### src/rtl/tnr_blend.sv
module tnr_blend #(
  parameter int DW = 8,
  parameter int COLW = 11,
  parameter bit COMP = 1'b0,
  parameter logic [7:0] THR_BASE = 8'h10,
  parameter logic [7:0] LUMA_ADDR = 8'h14,
  parameter logic [7:0] CHROMA_ADDR = 8'h15
) (
  input  logic            clk,
  input  logic            rst_n,
  input  logic            cfg_we,
  input  logic [7:0]      cfg_addr,
  input  logic [7:0]      cfg_wdata,
  input  logic            split_en,
  input  logic [COLW-1:0] split_col,
  input  logic            in_valid,
  input  logic [COLW-1:0] in_col,
  input  logic [DW-1:0]   in_cur,
  input  logic [DW-1:0]   in_prev,
  output logic            out_valid,
  output logic [DW-1:0]   out_pix
);

  localparam int NRUNG = 8;
  localparam int NTREG = NRUNG / 2;
  localparam int KW = 5;
  localparam int SW = DW + 3;
  localparam int BW = DW + KW + 2;
  localparam logic [7:0] MODE_ADDR = COMP ? CHROMA_ADDR : LUMA_ADDR;
  localparam logic [SW-1:0] SMAX = SW'((1 << DW) - 1);
  localparam logic [BW-1:0] BMAX = BW'((1 << DW) - 1);

  logic [7:0] thr_reg [NTREG];
  logic [7:0] mode_reg;

  always_ff @(posedge clk or negedge rst_n) begin
    if (!rst_n) begin
      for (int i = 0; i < NTREG; i++) thr_reg[i] <= '0;
      mode_reg <= '0;
    end else if (cfg_we) begin
      for (int i = 0; i < NTREG; i++)
        if (cfg_addr == THR_BASE + 8'(i)) thr_reg[i] <= cfg_wdata;
      if (cfg_addr == MODE_ADDR) mode_reg <= cfg_wdata;
    end
  end

  wire [2:0] gain_sel = mode_reg[6:4];
  wire       fix_sel  = mode_reg[7];
  wire [3:0] fix_code = mode_reg[3:0];

  wire [DW-1:0] diff = (in_cur >= in_prev) ? in_cur - in_prev : in_prev - in_cur;

  logic [SW-1:0] gained;
  always_comb begin
    case (gain_sel)
      3'd1:    gained = SW'(diff) >> 1;
      3'd2:    gained = SW'(diff) >> 2;
      3'd3:    gained = SW'(diff) >> 3;
      3'd4:    gained = SW'(diff) << 1;
      3'd5:    gained = SW'(diff) << 2;
      default: gained = SW'(diff);
    endcase
  end

  wire [SW-1:0] sdiff = (gained > SMAX) ? SMAX : gained;

  logic [NRUNG-1:0] hit;
  for (genvar j = 0; j < NRUNG; j++) begin : g_rung
    wire [3:0]    code = thr_reg[j/2][(j%2)*4 +: 4];
    wire [SW-1:0] thr  = SW'(code) << (j/2);
    assign hit[j] = sdiff < thr;
  end

  logic [KW-1:0] k_adapt;
  always_comb begin
    k_adapt = KW'(16);
    for (int j = NRUNG - 1; j >= 0; j--)
      if (hit[j]) k_adapt = (j == 0) ? KW'(1) : KW'(2 * j);
  end

  wire [KW-1:0] k_fixed   = (fix_code == 4'hF) ? KW'(16) : KW'(fix_code);
  wire          use_fixed = (split_en && (in_col < split_col)) || fix_sel;
  wire [KW-1:0] k_sel     = use_fixed ? k_fixed : k_adapt;

  logic          s1_valid;
  logic [DW-1:0] s1_cur, s1_prev;
  logic [KW-1:0] s1_k;

  always_ff @(posedge clk or negedge rst_n) begin
    if (!rst_n) begin
      s1_valid <= 1'b0;
      s1_cur   <= '0;
      s1_prev  <= '0;
      s1_k     <= '0;
    end else begin
      s1_valid <= in_valid;
      if (in_valid) begin
        s1_cur  <= in_cur;
        s1_prev <= in_prev;
        s1_k    <= k_sel;
      end
    end
  end

  wire [BW-1:0] acc   = BW'(s1_prev) * BW'(KW'(16) - s1_k) + BW'(s1_cur) * BW'(s1_k) + BW'(8);
  wire [BW-1:0] shr   = acc >> 4;
  wire [DW-1:0] blend = (shr > BMAX) ? DW'(BMAX) : shr[DW-1:0];

  always_ff @(posedge clk or negedge rst_n) begin
    if (!rst_n) begin
      out_valid <= 1'b0;
      out_pix   <= '0;
    end else begin
      out_valid <= s1_valid;
      if (s1_valid) out_pix <= blend;
    end
  end

endmodule

### config.mk
export PLATFORM = sky130hd
export DESIGN_NAME = tnr_blend
export DESIGN_NICKNAME = d
export VERILOG_FILES = /design/src/rtl/tnr_blend.sv
export SDC_FILE = /design/constraint.sdc
export NUM_CORES = 1
export LEC_CHECK = 0
export BUFFER_PORTS_ARGS = -buffer_cell sky130_fd_sc_hd__buf_2
export CORE_MARGIN = 4
export CORE_UTILIZATION = 65
export DETAILED_ROUTE_END_ITERATION = 8
export PLACE_DENSITY = 0.89
export SETUP_SLACK_MARGIN = 0.02
export SYNTH_ARGS = -nofsm -noshare
export SYNTH_HDL_FRONTEND = slang
export SYNTH_SLANG_ARGS = --single-unit
export TNS_END_PERCENT = 1
### constraint.sdc
create_clock -name clk -period 15.2 [get_ports clk]
set_input_delay 3.8 -clock clk [delete_from_list [all_inputs] [get_ports clk]]
set_output_delay 3.8 -clock clk [all_outputs]
set_load 0.05 [all_outputs]
==> flow_summary.json, run 1 <==
{
  "p_total_uw": 2193,
  "initial_utilization_pct": 67.13,
  "ys_top_cells_by_count": "142 x inv_1, 94 x nand2_1, 88 x ha_1",
  "irDropWorstVdd_mv": 0.3276,
  "ctsHoldBuffers": 0,
  "period_needed_ps": 8138,
  "grt_use_met3_pct": 5.514,
  "synthArstFlopShare_pct": 100.0,
  "met2_usage_pct": 48.83,
  "setup_violations": 0,
  "hold_start": "out_pix[5]$_DFFE_PN0P_",
  "drt_pass1_iterations": 5,
  "nFillCells": 886,
  "worst_pin_slew_ps": 1141,
  "htreeDepth": 3,
  "drv_cap": 0,
  "cts_made_buffers": 9,
  "insertion_delay_ps": 350,
  "ant_nets": 0,
  "finalCritPeriodShare_pct": 53.54,
  "worst_slack_ps": 7062,
  "whs_path_depth": 1,
  "syn_nets": 1098,
  "post-synth-top-area-fraction_pct": 21.85,
  "syn2layout_area_growth_pct": 9.572,
  "core_um2": 12110,
  "worstSetupPathType": "in2reg",
  "syn_area_um2": 8130,
  "yosysWarnings": 0,
  "hold_end": "out_pix[5]$_DFFE_PN0P_",
  "setup_tns_ps": 0,
  "power_density_nw_per_um2": 246.2,
  "r2r-end": "out_pix[7]$_DFFE_PN0P_",
  "critPathLaunchType": "primary input",
  "grt_setup_unrepaired": "no",
  "ys.flop_type": "dfrtp_1",
  "hold_path.class": "reg2reg",
  "dp.final_hpwl_um": 15410,
  "cts-root-buf": "clkbuf_16",
  "synth_seq_cells": 71,
  "grt-busiest-layer": "met2",
  "yosys.area.top_type": "dfrtp_1",
  "synth_cell_types": 84,
  "hold_violations": 0,
  "dp.cells": 1097,
  "critPathRequiredTime_ps": 15460,
  "drive_gt1_share_pct": 16.83,
  "routedWlPerCell_um": 17.68,
  "die_y_um": 119.8,
  "syn_inst": 886,
  "multi_input_area_um2": 5704,
  "cts_setup_buffers": 0,
  "fin_skew_ps": 9.047,
  "dr_total_vias": 6657,
  "synth.avg_cell_area_um2": 9.176,
  "cp_max_fo": 17,
  "finalMaxSlewViolations": 0,
  "rows": 40,
  "cts_tree": "built",
  "grt_max_degree": 72,
  "grt_pass1_vias": 6651,
  "yosysMostFrequentCell": "inv_1",
  "antenna_found_initial": 0,
  "diodes": 0,
  "grt_first_pass_wirelength_um": 33110,
  "largest_reg_flops": 32,
  "io_pins": 68,
  "nets": 1152,
  "drc": 0,
  "synth_area_leaders": "dfrtp_1 22%, fa_1 16%, ha_1 14%",
  "met1_usage_pct": 38.43,
  "dieArea_um2": 14360,
  "status": "complete, no violations",
  "r2r_slack_ps": 8220,
  "fmax_ghz": 0.1229,
  "first_iter_violations": 458,
  "final-instance-count-excl-fill": 1113,
  "p_leak_uw": 0.004417,
  "reg2reg_from": "s1_k[0]$_DFFE_PN0P_",
  "worst_setup_path_end_kind": "register",
  "synth_edf_count": 0,
  "clkTransAtPathRegs_ps": 70,
  "routed_wl_um": 19680,
  "track_usage_pct": 28.91,
  "portBuffers": 67,
  "routed_via_density": 5.981,
  "cts.sinks": 71,
  "regArea_um2": 1777,
  "place_ws_ps": 6869,
  "overflow": 0,
  "cts_resized": 0,
  "gp_congestion": 0.9730,
  "critPathArrivalTime_ps": 8400,
  "ys_seq_area_share_pct": 21.85,
  "clk_path_buf_depth": 2,
  "slew_headroom_pct": 23.71,
  "worst_r2r_path_depth": 22,
  "die_w_um": 119.8
}
==> layer usage <==
layer  vias up  part of all wire (%)
met3        38                   5.7
met2       228                    50
li1       3111                     -
met4         0                   2.2
met1      3280                    42
met5         -                     0
==> worst max-delay path: stages <==
cell      delay, ps
buf_2           100
inv_1            50
ha_1            520
a21oi_1         420
nand2_1         260
a221oi_1        430
mux2i_4         170
xnor2_2         350
o22ai_2         190
nor3_1          360
inv_1           220
ha_1            330
nand3_1         150
o22ai_1         100
nor2_1          190
and2_1          160
o22ai_1          70
a21bo_2         250
nand2b_1        140
o211ai_1        120
==> kinds of logic after synthesis <==
| kind of cell | after synthesis | share of synthesized area [%] |
|---|---|---|
| XOR/XNOR | 20 | 2.247 |
| buffers and inverters | 169 | 8.064 |
| AO/OA/AOI/OAI | 179 | 15.74 |
| AND/OR/NAND/NOR | 244 | 15.42 |
| flip-flops | 71 | 21.85 |
| adder cells (fa/ha/maj) | 153 | 29.55 |
| multiplexers | 50 | 7.125 |
==> layout make-up <==
cell class	count	area share (%)
flip-flops and latches	71	19.94
clock inverters	6	1.025
well taps	168	2.360
multi-input cells	646	64.03
inverters	143	6.025
clock buffers	10	2.683
repair buffers	69	3.933
==> cells in the final DEF, fill, tap and decap left out, types with 13 or more instances in the layout <==
cell / count
a21o_1: 13
a21oi_1: 30
and2_1: 38
buf_2: 67
dfrtp_1: 71
fa_1: 65
ha_1: 88
inv_1: 142
mux2_2: 43
nand2_1: 94
nand2b_1: 13
nor2_1: 28
o21ai_0: 31
==> stage by stage <==
step                      hold WS [ps]  util (%)  cell area [um^2]
after CTS                        498.1     73.55              8909
after global routing             523.6     73.55              8909
after global placement           476.6     70.83              8578
after floorplan                  351.9         -              8130
after detailed placement         484.6     70.83              8578
final                            492.6     73.55              8909
==> power breakdown <==
| group | leakage, uW | internal (uW) | switching [uW] |
|---|---|---|---|
| Combinational | 0.00341 | 788 | 922 |
| Sequential | 0.000842 | 213 | 30.8 |
| Clock | 0.000163 | 149 | 90.1 |
| Total | 0.00442 | 1150 | 1040 |
==> how the worst max path moves through the flow <==
| stage | end | start | slack (ps) | cells after the start |
|---|---|---|---|---|
| after global placement | s1_k[1]$_DFFE_PN0P_ | in_cur[4] | 6930 | 17 |
| after floorplan | s1_k[3]$_DFFE_PN0P_ | in_cur[0] | 7620 | 20 |
| after detailed placement | s1_k[2]$_DFFE_PN0P_ | in_cur[2] | 6870 | 20 |
| final | s1_k[2]$_DFFE_PN0P_ | in_cur[2] | 7060 | 20 |
| after CTS | s1_k[2]$_DFFE_PN0P_ | in_cur[2] | 7170 | 20 |
| after global routing | s1_k[2]$_DFFE_PN0P_ | in_cur[2] | 6670 | 18 |
(Power assumes the default switching activity.)
==> run 2, diff against run 1 <==
--- a/config.mk
+++ b/config.mk
@@ -5,11 +5,12 @@
 export SDC_FILE = /design/constraint.sdc
 export NUM_CORES = 1
 export LEC_CHECK = 0
+export ABC_AREA = 1
 export BUFFER_PORTS_ARGS = -buffer_cell sky130_fd_sc_hd__buf_2
 export CORE_MARGIN = 4
-export CORE_UTILIZATION = 65
+export CORE_UTILIZATION = 56
 export DETAILED_ROUTE_END_ITERATION = 8
-export PLACE_DENSITY = 0.89
+export PLACE_DENSITY = 0.82
 export SETUP_SLACK_MARGIN = 0.02
 export SYNTH_ARGS = -nofsm -noshare
 export SYNTH_HDL_FRONTEND = slang
==> constraint.sdc (replaced) <==
create_clock -name clk -period 6.74 [get_ports clk]
set_input_delay 1.685 -clock clk [delete_from_list [all_inputs] [get_ports clk]]
set_output_delay 1.685 -clock clk [all_outputs]
set_load 0.05 [all_outputs]
==> flow_summary.json, run 2 <==
{
  "ys_seq_area_share_pct": 22.45,
  "overflow": 0,
  "yosysWarnings": 0,
  "hold_path.class": "reg2reg",
  "synth.avg_cell_area_um2": 7.367,
  "status": "complete, no violations",
  "hold_ws_ps": 484.0,
  "clk_path_buf_depth": 2,
  "grt_first_pass_wirelength_um": 31790,
  "ys_top_cells_by_count": "297 x nand2_1, 252 x inv_1, 88 x ha_1",
  "finalMaxSlewViolations": 0,
  "drv_cap": 0,
  "cp_max_fo": 17,
  "clkTransAtPathRegs_ps": 60,
  "path_delay_family": "adder cells",
  "grt_pass1_vias": 6957,
  "critPathLaunchType": "register",
  "setup_violations": 0,
  "rows": 43,
  "routed_via_density": 5.173,
  "diodes": 0,
  "grt_max_degree": 72,
  "routedWlPerCell_um": 13.71,
  "drive_gt1_share_pct": 11.19,
  "yosys.area.top_type": "dfrtp_1",
  "die_w_um": 126.9,
  "wl_met1_um": 7332,
  "route.met3.wl_um": 916,
  "cts.sinks": 71,
  "worst_setup_path_end_kind": "register",
  "path_common_cell": "inv_1",
  "synth_seq_cells": 71,
  "post-synth-top-area-fraction_pct": 22.45,
  "cts_tree": "built",
  "fin_skew_ps": 6.900,
  "top_layer": "met4",
  "ys.flop_type": "dfrtp_1",
  "die_y_um": 126.9,
  "critPathArrivalTime_ps": 6510,
  "period_needed_ps": 6268,
  "drt_pass1_iterations": 5,
  "largest_reg_flops": 32,
  "p_leak_uw": 0.004928,
  "cp_num_buf_inv": 7,
  "critPathRequiredTime_ps": 6980,
  "ctsHoldBuffers": 0,
  "synthArstFlopShare_pct": 100.0,
  "crit_slowest_cell": "or4_1",
  "drc": 0,
  "synth_area_leaders": "dfrtp_1 22%, fa_1 16%, nand2_1 14%",
  "initial_utilization_pct": 57.00,
  "cts-root-buf": "clkbuf_16",
  "cts_made_buffers": 9,
  "routed_wl_um": 18150,
  "wl_met2_um": 9363,
  "setup_tns_ps": 0,
  "insertion_delay_ps": 350,
  "htreeDepth": 3,
  "hold_violations": 0,
  "irDropWorstVdd_mv": 0.5752,
  "track_usage_pct": 24.16,
  "yosysMostFrequentCell": "nand2_1",
  "syn2layout_area_growth_pct": 11.32,
  "slowest_delay_ps": 530,
  "gp_congestion": 0.9236,
  "nets": 1351,
  "fmax_ghz": 0.1595,
  "syn_inst": 1074,
  "synth_edf_count": 0,
  "first_iter_violations": 490,
  "dp.final_hpwl_um": 14580,
  "syn_area_um2": 7913,
  "io_pins": 68,
  "worstSetupPathType": "reg2reg",
  "final_common_cell": "nand2_1",
  "portBuffers": 67,
  "ant_nets": 0,
  "mostFrequentLayoutCells": "294 x nand2_1, 250 x inv_1, 88 x ha_1",
  "core_um2": 13880,
  "antenna_found_initial": 0,
  "slew_headroom_pct": 39.01,
  "power_density_nw_per_um2": 491.4,
  "synth_cell_types": 45,
  "finalCritPeriodShare_pct": 93.00,
  "worst_pin_slew_ps": 914.8,
  "dieArea_um2": 16100,
  "dr_total_vias": 6849,
  "syn_nets": 1286
}
run 2: worst register-to-register path, delay by kind of cell, from the launching register on:
kind | cells | cell delay (ps)
AO/OA/AOI/OAI | 7 | 1060
XOR/XNOR | 1 | 90
adder cells (fa/ha/maj) | 6 | 2710
buffers and inverters | 7 | 640
flip-flops | 1 | 390
AND/OR/NAND/NOR | 7 | 1270
run 2: per-stage QoR:
stage          std cells  power [uW]  instance area (um^2)  util, %  setup WS [ps]
5_1_grt             1324        4872                  8808    63.46         -4.500
4_1_cts             1321        4254                  8761    63.12          81.02
6_report            1324        4328                  8808    63.46          471.9
2_1_floorplan       1074        2970                  7913        -          723.7
3_3_place_gp        1305        3444                  8408    60.57          465.2
3_5_place_dp        1305        3621                  8408    60.57          80.27
run 2: report_power, final:
group          internal (uW)  switching (uW)
clock                    367             202
sequential               473            54.5
combinational           1340            1890
total                   2180            2140
run 2: layout make-up:
type / instances / area (um^2)
fill: 1228 / 5072
clock buffer: 9 / 225.2
inverter: 256 / 963.4
tap: 180 / 225.2
clock inverter: 7 / 127.6
multi-input combinational: 728 / 5107
timing repair buffer: 73 / 380.4
sequential: 71 / 1779
run 2: kinds of logic after synthesis:
group | share of synthesized area [%]
simple gates | 23.26
buf+inv | 13.28
fa+ha+maj | 30.36
compound gates | 8.982
flops | 22.45
xor+xnor | 1.660
run 2: what timing repair did:
item,in CTS,in global routing
setup endpoints to repair,0,8
setup buffers,0,3
gates resized for setup,0,11
run 2: worst paths after layout:
check / depth (start not counted) / slack [ps] / startpoint / end
setup / recovery: 28 / 470 / s1_k[0]$_DFFE_PN0P_ / out_pix[7]$_DFFE_PN0P_
hold / removal: 2 / 480 / out_pix[7]$_DFFE_PN0P_ / out_pix[7]$_DFFE_PN0P_
setup reg to reg: 28 / 470 / s1_k[0]$_DFFE_PN0P_ / out_pix[7]$_DFFE_PN0P_
hold reg to reg: 2 / 480 / out_pix[7]$_DFFE_PN0P_ / out_pix[7]$_DFFE_PN0P_
max in group asynchronous: 2 / 4540 / rst_n / s1_k[1]$_DFFE_PN0P_
min in group asynchronous: 2 / 1550 / rst_n / g_rung[0].code[2]$_DFFE_PN0P_
run 2: layer usage:
layer	vias to the layer above	track usage, %
met5	-	0
met4	0	9.211
met3	50	4.505
met2	216	43.24
met1	3164	28.76
li1	3419	-
==> run 3, diff against run 2 <==
--- a/config.mk
+++ b/config.mk
@@ -5,13 +5,12 @@
 export SDC_FILE = /design/constraint.sdc
 export NUM_CORES = 1
 export LEC_CHECK = 0
-export ABC_AREA = 1
 export BUFFER_PORTS_ARGS = -buffer_cell sky130_fd_sc_hd__buf_2
 export CORE_MARGIN = 4
 export CORE_UTILIZATION = 56
 export DETAILED_ROUTE_END_ITERATION = 8
-export PLACE_DENSITY = 0.82
-export SETUP_SLACK_MARGIN = 0.02
+export PLACE_DENSITY = 0.78
+export SETUP_SLACK_MARGIN = 0.1
 export SYNTH_ARGS = -nofsm -noshare
 export SYNTH_HDL_FRONTEND = slang
 export SYNTH_SLANG_ARGS = --single-unit
==> flow_summary.json, run 3 (same netlist as run 1, synthesis figures left out) <==
{
  "status": "complete, no violations",
  "internal_power_uw": 2554,
  "htreeDepth": 3,
  "finalCritPeriodShare_pct": 92.57,
  "drc": 0,
  "diodes": 0,
  "gp_congestion": 0.9390,
  "cts_resized": 0,
  "dieArea_um2": 16510,
  "setup_violations": 0,
  "p_seq_share_pct": 11.2,
  "irDropWorstVdd_mv": 0.6541,
  "p_switching_uw": 2298,
  "cts.sinks": 71,
  "first_iter_violations": 401,
  "routed_wl_um": 18860,
  "drive_gt1_share_pct": 17.75,
  "fmax_ghz": 0.1603,
  "worstSetupPathType": "in2reg",
  "critPathLaunchType": "primary input",
  "setup_tns_ps": 0,
  "rows": 43,
  "core_um2": 14040,
  "startpoint": "in_cur[0]",
  "nets": 1159,
  "fin_skew_ps": 6.057,
  "p_clk_share_pct": 9.9,
  "fin_area_um2": 8961,
  "hold_violations": 0,
  "p_leak_uw": 0.004450,
  "clkTransAtPathRegs_ps": 60,
  "placed_area_um2": 8646,
  "final_common_cell": "inv_1",
  "worst_pin_slew_ps": 926.5,
  "grt_first_pass_wirelength_um": 32450,
  "combPwrFrac_pct": 78.9,
  "ant_nets": 0,
  "hold_path.class": "reg2reg",
  "cts_setup_buffers": 0,
  "slew_headroom_pct": 38.01,
  "largest_reg_flops": 32,
  "critPathRequiredTime_ps": 6970,
  "final_core_util_pct": 63.82,
  "ctsHoldBuffers": 0,
  "drv_cap": 0,
  "finalMaxSlewViolations": 0,
  "reg2reg_from": "s1_k[1]$_DFFE_PN0P_",
  "dp.cells": 1116,
  "period_needed_ps": 6239,
  "grt_pass1_vias": 6644,
  "cts-root-buf": "clkbuf_16",
  "worst_r2r_path_depth": 23,
  "final-instance-count-excl-fill": 1132,
  "dp.final_hpwl_um": 15070,
  "endpoint": "s1_k[3]$_DFFE_PN0P_",
  "portBuffers": 67,
  "sw_frac_of_total_pct": 47.35,
  "mostFrequentLayoutCells": "142 x inv_1, 94 x nand2_1, 88 x ha_1",
  "drt_pass1_iterations": 5,
  "grt_use_met3_pct": 4.566,
  "routed_via_density": 5.773,
  "power_density_nw_per_um2": 541.5,
  "r2r_slack_ps": 510,
  "track_usage_pct": 24.45,
  "grt_setup_unrepaired": "no",
  "die_y_um": 128.5,
  "grt-busiest-layer": "met2",
  "routedWlPerCell_um": 16.66,
  "critPathArrivalTime_ps": 6470,
  "met2_usage_pct": 39.81,
  "die_w_um": 128.5,
  "initial_utilization_pct": 57.90,
  "cp_max_fo": 6,
  "clk_path_buf_depth": 2,
  "cts_made_buffers": 9,
  "overflow": 0,
  "p_total_uw": 4852,
  "worst_setup_path_end_kind": "register",
  "io_pins": 68,
  "syn2layout_area_growth_pct": 10.22,
  "nFillCells": 1161,
  "antenna_found_initial": 0,
  "grt_max_degree": 72,
  "cts_tree": "built",
  "r2r-end": "out_pix[0]$_DFFE_PN0P_",
  "dr_total_vias": 6535,
  "insertion_delay_ps": 350,
  "met1_usage_pct": 33.90
}
==> run 3: cell count changes in the layout (fill, tap and decap cells not counted), moves of 16 or more <==
cell     before  now
and2_1        1   38
inv_1       250  142
mux2_2        0   43
nand2_1     294   94
nand3_1      47   11
nor2_1       44   28
o21ai_0      67   31
==> run 3: through the flow <==
step | setup WS [ps] | hold slack (ps)
after global routing | 118.3 | 510.6
after CTS | 136.0 | 495.8
after floorplan | 723.8 | 351.9
after detailed placement | 206.7 | 482.3
final | 501.0 | 490.9
after global placement | 393.2 | 476.4
==> run 3: area by class of cell <==
cell class                      instances  area (um^2)  share of cell area, %
Clock inverter                          7        71.32                 0.7959
Sequential cell                        71         1777                  19.83
Timing Repair Buffer                   76        402.9                  4.496
Tap cell                              180        225.2                  2.513
Multi-Input combinational cell        646         5723                  63.86
Inverter                              143        536.8                  5.990
Clock buffer                            9        225.2                  2.513
==> run 3: metal layers <==
layer	up-vias	part of all wire, %
li1	3122	-
met1	3175	45
met2	204	47
met3	34	5.5
met4	0	1.9
met5	-	0
==> run 3: critical path: stages <==
cell       delay (ps)
buf_2             110
inv_1              50
ha_1              160
inv_1              60
fa_1              480
a211oi_4          380
o21a_4            220
o22ai_1            80
o21ai_0           460
a31oi_1           160
o32ai_1           630
nand2_1           280
ha_1              280
nor4b_1           450
o221a_2           290
o2bb2ai_1         150
o21bai_1          150
a211oi_1          140
a31o_1            250
==> run 3: how the worst min path moves through the flow <==
stage / cells after the start / slack [ps] / endpoint / startpoint
final: 1 / 490 / out_pix[1]$_DFFE_PN0P_ / out_pix[1]$_DFFE_PN0P_
after global routing: 1 / 510 / out_pix[5]$_DFFE_PN0P_ / out_pix[5]$_DFFE_PN0P_
after CTS: 1 / 500 / out_pix[4]$_DFFE_PN0P_ / out_pix[4]$_DFFE_PN0P_
after detailed placement: 1 / 480 / out_pix[7]$_DFFE_PN0P_ / out_pix[7]$_DFFE_PN0P_
after global placement: 1 / 480 / out_pix[3]$_DFFE_PN0P_ / out_pix[3]$_DFFE_PN0P_
after floorplan: 0 / 350 / out_valid$_DFF_PN0_ / s1_valid$_DFF_PN0_
==> run 3: power groups by stage <==
stage | combinational, uW | clock, uW | sequential, uW
final | 3830 | 480 | 545
after global routing | 4450 | 509 | 553
after CTS | 3850 | 492 | 542
after detailed placement | 3790 | 0 | 549
after global placement | 3670 | 0 | 546
after floorplan | 3120 | 0 | 550
